==> src/rtl/i2c_addr_pkg.sv <==
package i2c_addr_pkg;

    parameter int BYTE_W = 8;
    localparam int CNT_W = $clog2(BYTE_W + 2);

    typedef enum logic [1:0] {
        PH_IDLE,
        PH_ADDR,
        PH_ADDR2,
        PH_DATA
    } phase_e;

    typedef struct packed {
        phase_e             phase;
        phase_e             nxt;
        logic [CNT_W-1:0]   cnt;
        logic [BYTE_W-1:0]  shift;
        logic [BYTE_W-1:0]  rx;
        logic               bf;
        logic               irq;
        logic               ua;
        logic               s_flag;
        logic               p_flag;
        logic               ack_drv;
        logic               ack_pend;
    } rx_state_t;

endpackage

==> src/rtl/i2c_bus_edges.sv <==
module i2c_bus_edges (
    input  logic clk,
    input  logic rst_n,
    input  logic scl_i,
    input  logic sda_i,
    output logic scl_rise_o,
    output logic scl_fall_o,
    output logic start_o,
    output logic stop_o
);
    logic scl_d, scl_q, sda_d, sda_q;

    always_comb begin
        scl_d      = scl_i;
        sda_d      = sda_i;
        scl_rise_o = scl_i && !scl_q;
        scl_fall_o = !scl_i && scl_q;
        start_o    = scl_i && scl_q && sda_q && !sda_i;
        stop_o     = scl_i && scl_q && !sda_q && sda_i;
    end

    always_ff @(posedge clk or negedge rst_n) begin
        if (!rst_n) begin
            scl_q <= 1'b1;
            sda_q <= 1'b1;
        end else begin
            scl_q <= scl_d;
            sda_q <= sda_d;
        end
    end
endmodule

==> src/rtl/i2c_addr_match.sv <==
module i2c_addr_match #(
    parameter int ADDR_W = 10
) (
    input  logic [7:0]        byte_i,
    input  logic [ADDR_W-1:0] own_addr_i,
    input  logic              gc_en_i,
    output logic              gc_hit_o,
    output logic              short_hit_o,
    output logic              hdr_hit_o,
    output logic              low_hit_o
);
    localparam logic [4:0] HDR_TAG = 5'b11110;
    localparam int         HI_TOP  = ADDR_W - 1;
    localparam int         HI_BOT  = ADDR_W - 2;

    always_comb begin
        gc_hit_o    = gc_en_i && (byte_i == 8'h00);
        short_hit_o = (byte_i[7:1] == own_addr_i[6:0]);
        hdr_hit_o   = (byte_i[7:3] == HDR_TAG)
                   && (byte_i[2:1] == own_addr_i[HI_TOP:HI_BOT])
                   && !byte_i[0];
        low_hit_o   = (byte_i == own_addr_i[7:0]);
    end
endmodule

==> src/rtl/i2c_slave_addr_rx.sv <==
module i2c_slave_addr_rx
    import i2c_addr_pkg::*;
#(
    parameter int ADDR_W = 10
) (
    input  logic              clk,
    input  logic              rst_n,
    input  logic              scl_i,
    input  logic              sda_i,
    input  logic [ADDR_W-1:0] own_addr_i,
    input  logic              ten_bit_i,
    input  logic              gc_en_i,
    input  logic              addr_wr_i,
    input  logic              buf_rd_i,
    input  logic              irq_clr_i,
    output logic              sda_low_o,
    output logic [BYTE_W-1:0] rx_byte_o,
    output logic              buf_full_o,
    output logic              irq_o,
    output logic              upd_addr_o,
    output logic              start_flag_o,
    output logic              stop_flag_o
);
    localparam logic [CNT_W-1:0] LAST_BIT = CNT_W'(BYTE_W - 1);
    localparam logic [CNT_W-1:0] ACK_SLOT = CNT_W'(BYTE_W);
    localparam logic [CNT_W-1:0] ACK_END  = CNT_W'(BYTE_W + 1);

    rx_state_t q, d;

    logic scl_rise, scl_fall, start_det, stop_det;
    logic gc_hit, short_hit, hdr_hit, low_hit;
    logic [BYTE_W-1:0] byte_w;

    i2c_bus_edges u_edges (
        .clk        (clk),
        .rst_n      (rst_n),
        .scl_i      (scl_i),
        .sda_i      (sda_i),
        .scl_rise_o (scl_rise),
        .scl_fall_o (scl_fall),
        .start_o    (start_det),
        .stop_o     (stop_det)
    );

    assign byte_w = {q.shift[BYTE_W-2:0], sda_i};

    i2c_addr_match #(.ADDR_W(ADDR_W)) u_match (
        .byte_i      (byte_w),
        .own_addr_i  (own_addr_i),
        .gc_en_i     (gc_en_i),
        .gc_hit_o    (gc_hit),
        .short_hit_o (short_hit),
        .hdr_hit_o   (hdr_hit),
        .low_hit_o   (low_hit)
    );

    always_comb begin
        logic accept;
        d      = q;
        accept = 1'b0;

        if (addr_wr_i) d.ua  = 1'b0;
        if (buf_rd_i)  d.bf  = 1'b0;
        if (irq_clr_i) d.irq = 1'b0;

        if (start_det) begin
            d.phase    = PH_ADDR;
            d.cnt      = '0;
            d.ack_drv  = 1'b0;
            d.ack_pend = 1'b0;
            d.s_flag   = 1'b1;
            d.p_flag   = 1'b0;
        end else if (stop_det) begin
            d.phase    = PH_IDLE;
            d.cnt      = '0;
            d.ack_drv  = 1'b0;
            d.ack_pend = 1'b0;
            d.s_flag   = 1'b0;
            d.p_flag   = 1'b1;
        end else if (q.phase != PH_IDLE) begin
            if (scl_rise && q.cnt < ACK_END) begin
                d.cnt = q.cnt + 1'b1;
                if (q.cnt < ACK_SLOT) d.shift = byte_w;
                if (q.cnt == LAST_BIT) begin
                    unique case (q.phase)
                        PH_ADDR: begin
                            if (gc_hit) begin
                                accept = 1'b1;
                                d.nxt  = PH_DATA;
                            end else if (ten_bit_i && hdr_hit) begin
                                accept = 1'b1;
                                d.nxt  = PH_ADDR2;
                                d.ua   = 1'b1;
                            end else if (!ten_bit_i && short_hit) begin
                                accept = 1'b1;
                                d.nxt  = PH_DATA;
                            end
                        end
                        PH_ADDR2: begin
                            if (low_hit) begin
                                accept = 1'b1;
                                d.nxt  = PH_DATA;
                            end
                        end
                        PH_DATA: begin
                            if (!d.bf) begin
                                accept = 1'b1;
                                d.nxt  = PH_DATA;
                            end
                        end
                        default: accept = 1'b0;
                    endcase
                    if (accept) begin
                        d.rx       = byte_w;
                        d.bf       = 1'b1;
                        d.ack_pend = 1'b1;
                    end else begin
                        d.nxt      = PH_IDLE;
                        d.ack_pend = 1'b0;
                    end
                end
            end
            if (scl_fall) begin
                if (q.cnt == ACK_SLOT) begin
                    d.ack_drv = q.ack_pend;
                end else if (q.cnt == ACK_END) begin
                    d.ack_drv  = 1'b0;
                    if (q.ack_pend) d.irq = 1'b1;
                    d.phase    = q.nxt;
                    d.cnt      = '0;
                    d.ack_pend = 1'b0;
                end
            end
        end
    end

    always_ff @(posedge clk or negedge rst_n) begin
        if (!rst_n) begin
            q <= '{phase: PH_IDLE, nxt: PH_IDLE, default: '0};
        end else begin
            q <= d;
        end
    end

    assign sda_low_o    = q.ack_drv;
    assign rx_byte_o    = q.rx;
    assign buf_full_o   = q.bf;
    assign irq_o        = q.irq;
    assign upd_addr_o   = q.ua;
    assign start_flag_o = q.s_flag;
    assign stop_flag_o  = q.p_flag;
endmodule

==> config.mk <==
export PLATFORM = sky130hd
export DESIGN_NAME = i2c_slave_addr_rx
export DESIGN_NICKNAME = d
export VERILOG_FILES = /design/src/rtl/i2c_addr_pkg.sv /design/src/rtl/i2c_bus_edges.sv /design/src/rtl/i2c_addr_match.sv /design/src/rtl/i2c_slave_addr_rx.sv
export SDC_FILE = /design/constraint.sdc
export NUM_CORES = 1
export LEC_CHECK = 0
export BUFFER_PORTS_ARGS = -buffer_cell sky130_fd_sc_hd__buf_2
export CORE_UTILIZATION = 50
export CTS_CLUSTER_DIAMETER = 100
export DETAILED_ROUTE_END_ITERATION = 10
export HOLD_SLACK_MARGIN = 0.05
export PLACE_DENSITY = 0.84
export REMOVE_ABC_BUFFERS = 1
export SLEW_MARGIN = 0
export SYNTH_ARGS = -nofsm -noshare
export SYNTH_HDL_FRONTEND = slang
export SYNTH_SLANG_ARGS = --single-unit
==> constraint.sdc <==
create_clock -name clk -period 2.3 [get_ports clk]
set_input_delay 0.115 -clock clk [delete_from_list [all_inputs] [get_ports clk]]
set_output_delay 0.115 -clock clk [all_outputs]
set_load 0.01 [all_outputs]
==> impl_metrics.json <==
{
  "net-switching-power_mw": 0.540,
  "internal-power_mw": 1.06,
  "arrival_ps": 2440,
  "yosys.area_share.adder_pct": 2.77,
  "drt-total-wl_um": 3610,
  "synth_ff_type": "dfrtp_1",
  "fillers": 278,
  "io_buffer_count": 32,
  "numCtsBuffers": 5,
  "synth_edf_count": 0,
  "seq_area_um2": 803,
  "seqPwrFrac_pct": 48.4,
  "place_congestion": 0.825,
  "antenna_found_initial": 0,
  "fin_nets": 224,
  "fmax_ghz": 0.454,
  "grt-ovfl-total": 0,
  "tightest_slew_ps": 705,
  "num_antenna_cells": 0,
  "placed_cell_area_um2": 1950,
  "drive_gt1_share_pct": 33.7,
  "num_io_pins": 33,
  "cts_buffer_depth": 2,
  "multi_input_area_um2": 848,
  "crit_chain": "xor2_1, or4_1, or4_4, o2bb2ai_2, mux2_4",
  "powerDensity_nw_per_um2": 774,
  "syn_area_per_cell_um2": 11.0,
  "drc_errors": 0,
  "cts_tree": "built",
  "relSlewSlack_pct": 53.0,
  "period_share_pct": 95.9,
  "clk_pin_slew_worst_paths_ps": 100,
  "report.final.hold_viol_count": 0,
  "cp-end-kind": "flip-flop",
  "worstPathRequired_ps": 2530,
  "dp_hpwl_um": 2680,
  "slew_violations": 0,
  "fp-row-count": 21,
  "status": "complete, no violations",
  "stdcell_area_um2": 2070,
  "grt_pass1_vias": 1367,
  "first_pass_iters": 4,
  "cts_root_buffer": "clkbuf_4",
  "yosysSeqAreaShare_pct": 44.4,
  "die_h_um": 62.2,
  "syn_inst": 165,
  "yosysWarnings": 0,
  "syn2layout_area_growth_pct": 14.3,
  "synth_xor_area_share_pct": 9.20,
  "setup_tns_ps": 0,
  "fin_cells": 248,
  "grt_usage_pct": 21.1,
  "cp_max_fo": 11,
  "ys_types": 43,
  "design.die.area_um2": 3860,
  "dp_cells": 235,
  "finalSetupViolations": 0,
  "viasPerCell": 5.29,
  "start_util_pct": 53.4,
  "synth_area_um2": 1810,
  "core_area_um2": 3390,
  "synth_top_area_share_pct": 41.5,
  "clock-sinks": 32,
  "cp_slowest_cell": "or4_1",
  "cap_violations": 0,
  "min_path_type": "input pin to flip-flop",
  "critPathKind": "flip-flop to flip-flop",
  "synth_compound_area_share_pct": 8.78,
  "async_reset_ff_share_pct": 100,
  "htreeDepth": 2,
  "clk_latency_ps": 340,
  "worst_setup_path_start_kind": "flip-flop",
  "p_comb_share_pct": 30.5,
  "die_w_um": 62.2,
  "drt_iter0_drc": 69,
  "synth_mux_area_share_pct": 11.3,
  "yosys-top-cells-area": "dfrtp_1, xnor2_1, mux2_4",
  "wire_per_inst_um": 14.5,
  "grt_pass1_wl_um": 6250,
  "ant_nets": 0,
  "synth_seq_cells": 32,
  "synth_top_family_by_area": "simple AND/OR/NAND/NOR gates",
  "synth.most_common_cell": "dfrtp_1",
  "grt_max_degree": 33,
  "synth_simple_gate_area_share_pct": 14.5,
  "sw_frac_of_total_pct": 33.7,
  "yosys.area.top_type": "dfrtp_1",
  "yosys-top-cells-count": "dfrtp_1, nor2_1, xnor2_1, buf_4, o21ai_0",
  "vias": 1311,
  "fin_crit_ps": 2210,
  "peakVddDrop_mv": 0.662,
  "rsz0062_at_grt": "false",
  "pwr-share-clk_pct": 21.1,
  "leakage_nw": 1.01,
  "slowest_delay_ps": 490,
  "finalClockSkew_ps": 8.61
}
[final timing paths]
check,start,end,slack (ps),cells past startpoint
max,byte_w[2]$_DFFE_PN0P_,rx_byte_o[3]$_DFFE_PN0P_,90,5
min,sda_i,u_edges.sda_q$_DFF_PN1_,90,2
max reg2reg,byte_w[2]$_DFFE_PN0P_,rx_byte_o[3]$_DFFE_PN0P_,90,5
min reg2reg,q[28]$_DFFE_PN0P_,q[28]$_DFFE_PN0P_,490,2
max in group asynchronous,rst_n,byte_w[1]$_DFFE_PN0P_,1490,2
min in group asynchronous,rst_n,stop_flag_o$_DFFE_PN0P_,340,2
[power groups by stage]
stage | Sequential (mW) | Combinational (mW) | Clock, mW
finish | 0.774 | 0.489 | 0.338
floorplan | 0.775 | 0.291 | 0
detailed placement | 0.785 | 0.480 | 0
global placement | 0.776 | 0.459 | 0
global route | 0.791 | 0.541 | 0.377
CTS | 0.774 | 0.488 | 0.348
[registers in the layout, indices dropped and copies added (netlist names)]
register / cells
stop_flag_o: 1
upd_addr_o: 1
q: 9
byte_w: 7
buf_full_o: 1
u_edges.sda_q: 1
sda_low_o: 1
u_edges.scl_q: 1
irq_o: 1
start_flag_o: 1
rx_byte_o: 8
[critical path: cells and delay by family, from the launching register on]
family          cells  cell delay (ps)
compound gates      1              280
xor+xnor            1              140
flops               1              400
mux                 1              360
simple gates        2              930
[through the flow]
stage               hold WS (ps)  utilization [%]  power (mW)  setup slack, ps
floorplan                   -181                -        1.07              106
global placement             196             57.6        1.23              139
detailed placement           213             57.6        1.26             93.9
CTS                         71.7             60.8        1.61             79.1
global route                73.4             61.0        1.71             15.0
finish                      87.2             61.0        1.60             95.0
[cells in the final DEF, fill, tap and decap left out, types with 3 or more instances in the layout]
cell type and n:
a21oi_1 5, ha_1 4, nand2_1 6, mux2_4 7, inv_1 6, clkbuf_4 5, xor2_1 6, buf_4 9
dlygate4sd3_1 5, nand3b_1 3, dfrtp_1 30, buf_2 32, nand4_1 3, nor2_1 14, xnor2_1 13, o21ai_0 10
nand3_1 3, mux2_2 8
[routing by layer]
layer,routed length (µm),share of wire [%],global-route usage (%)
met2,1750,49,34.5
met5,0,0,0
met1,1590,44,25.8
met3,179,5.0,5.70
met4,79,2.2,10.5
[cell type report]
class / count / area share (%)
well taps: 46 / 2.78
clock buffers: 8 / 2.84
multi-input cells: 110 / 41.0
inverters: 6 / 1.09
flip-flops and latches: 32 / 38.8
repair buffers: 46 / 13.4
[logic make-up after synthesis]
kind of cell             after synthesis
XOR/XNOR                              19
multiplexers                          16
AND/OR/NAND/NOR                       46
buffers and inverters                 23
AO/OA/AOI/OAI                         25
flip-flops                            32
adder cells (fa/ha/maj)                4
[what timing repair did]
item,CTS,global route
endpoints found under the setup margin,0,8
hold endpoints to repair,34,0
buffers inserted,0,0
hold buffers,5,0
gates resized for setup,0,1
(Power assumes the default switching activity.)
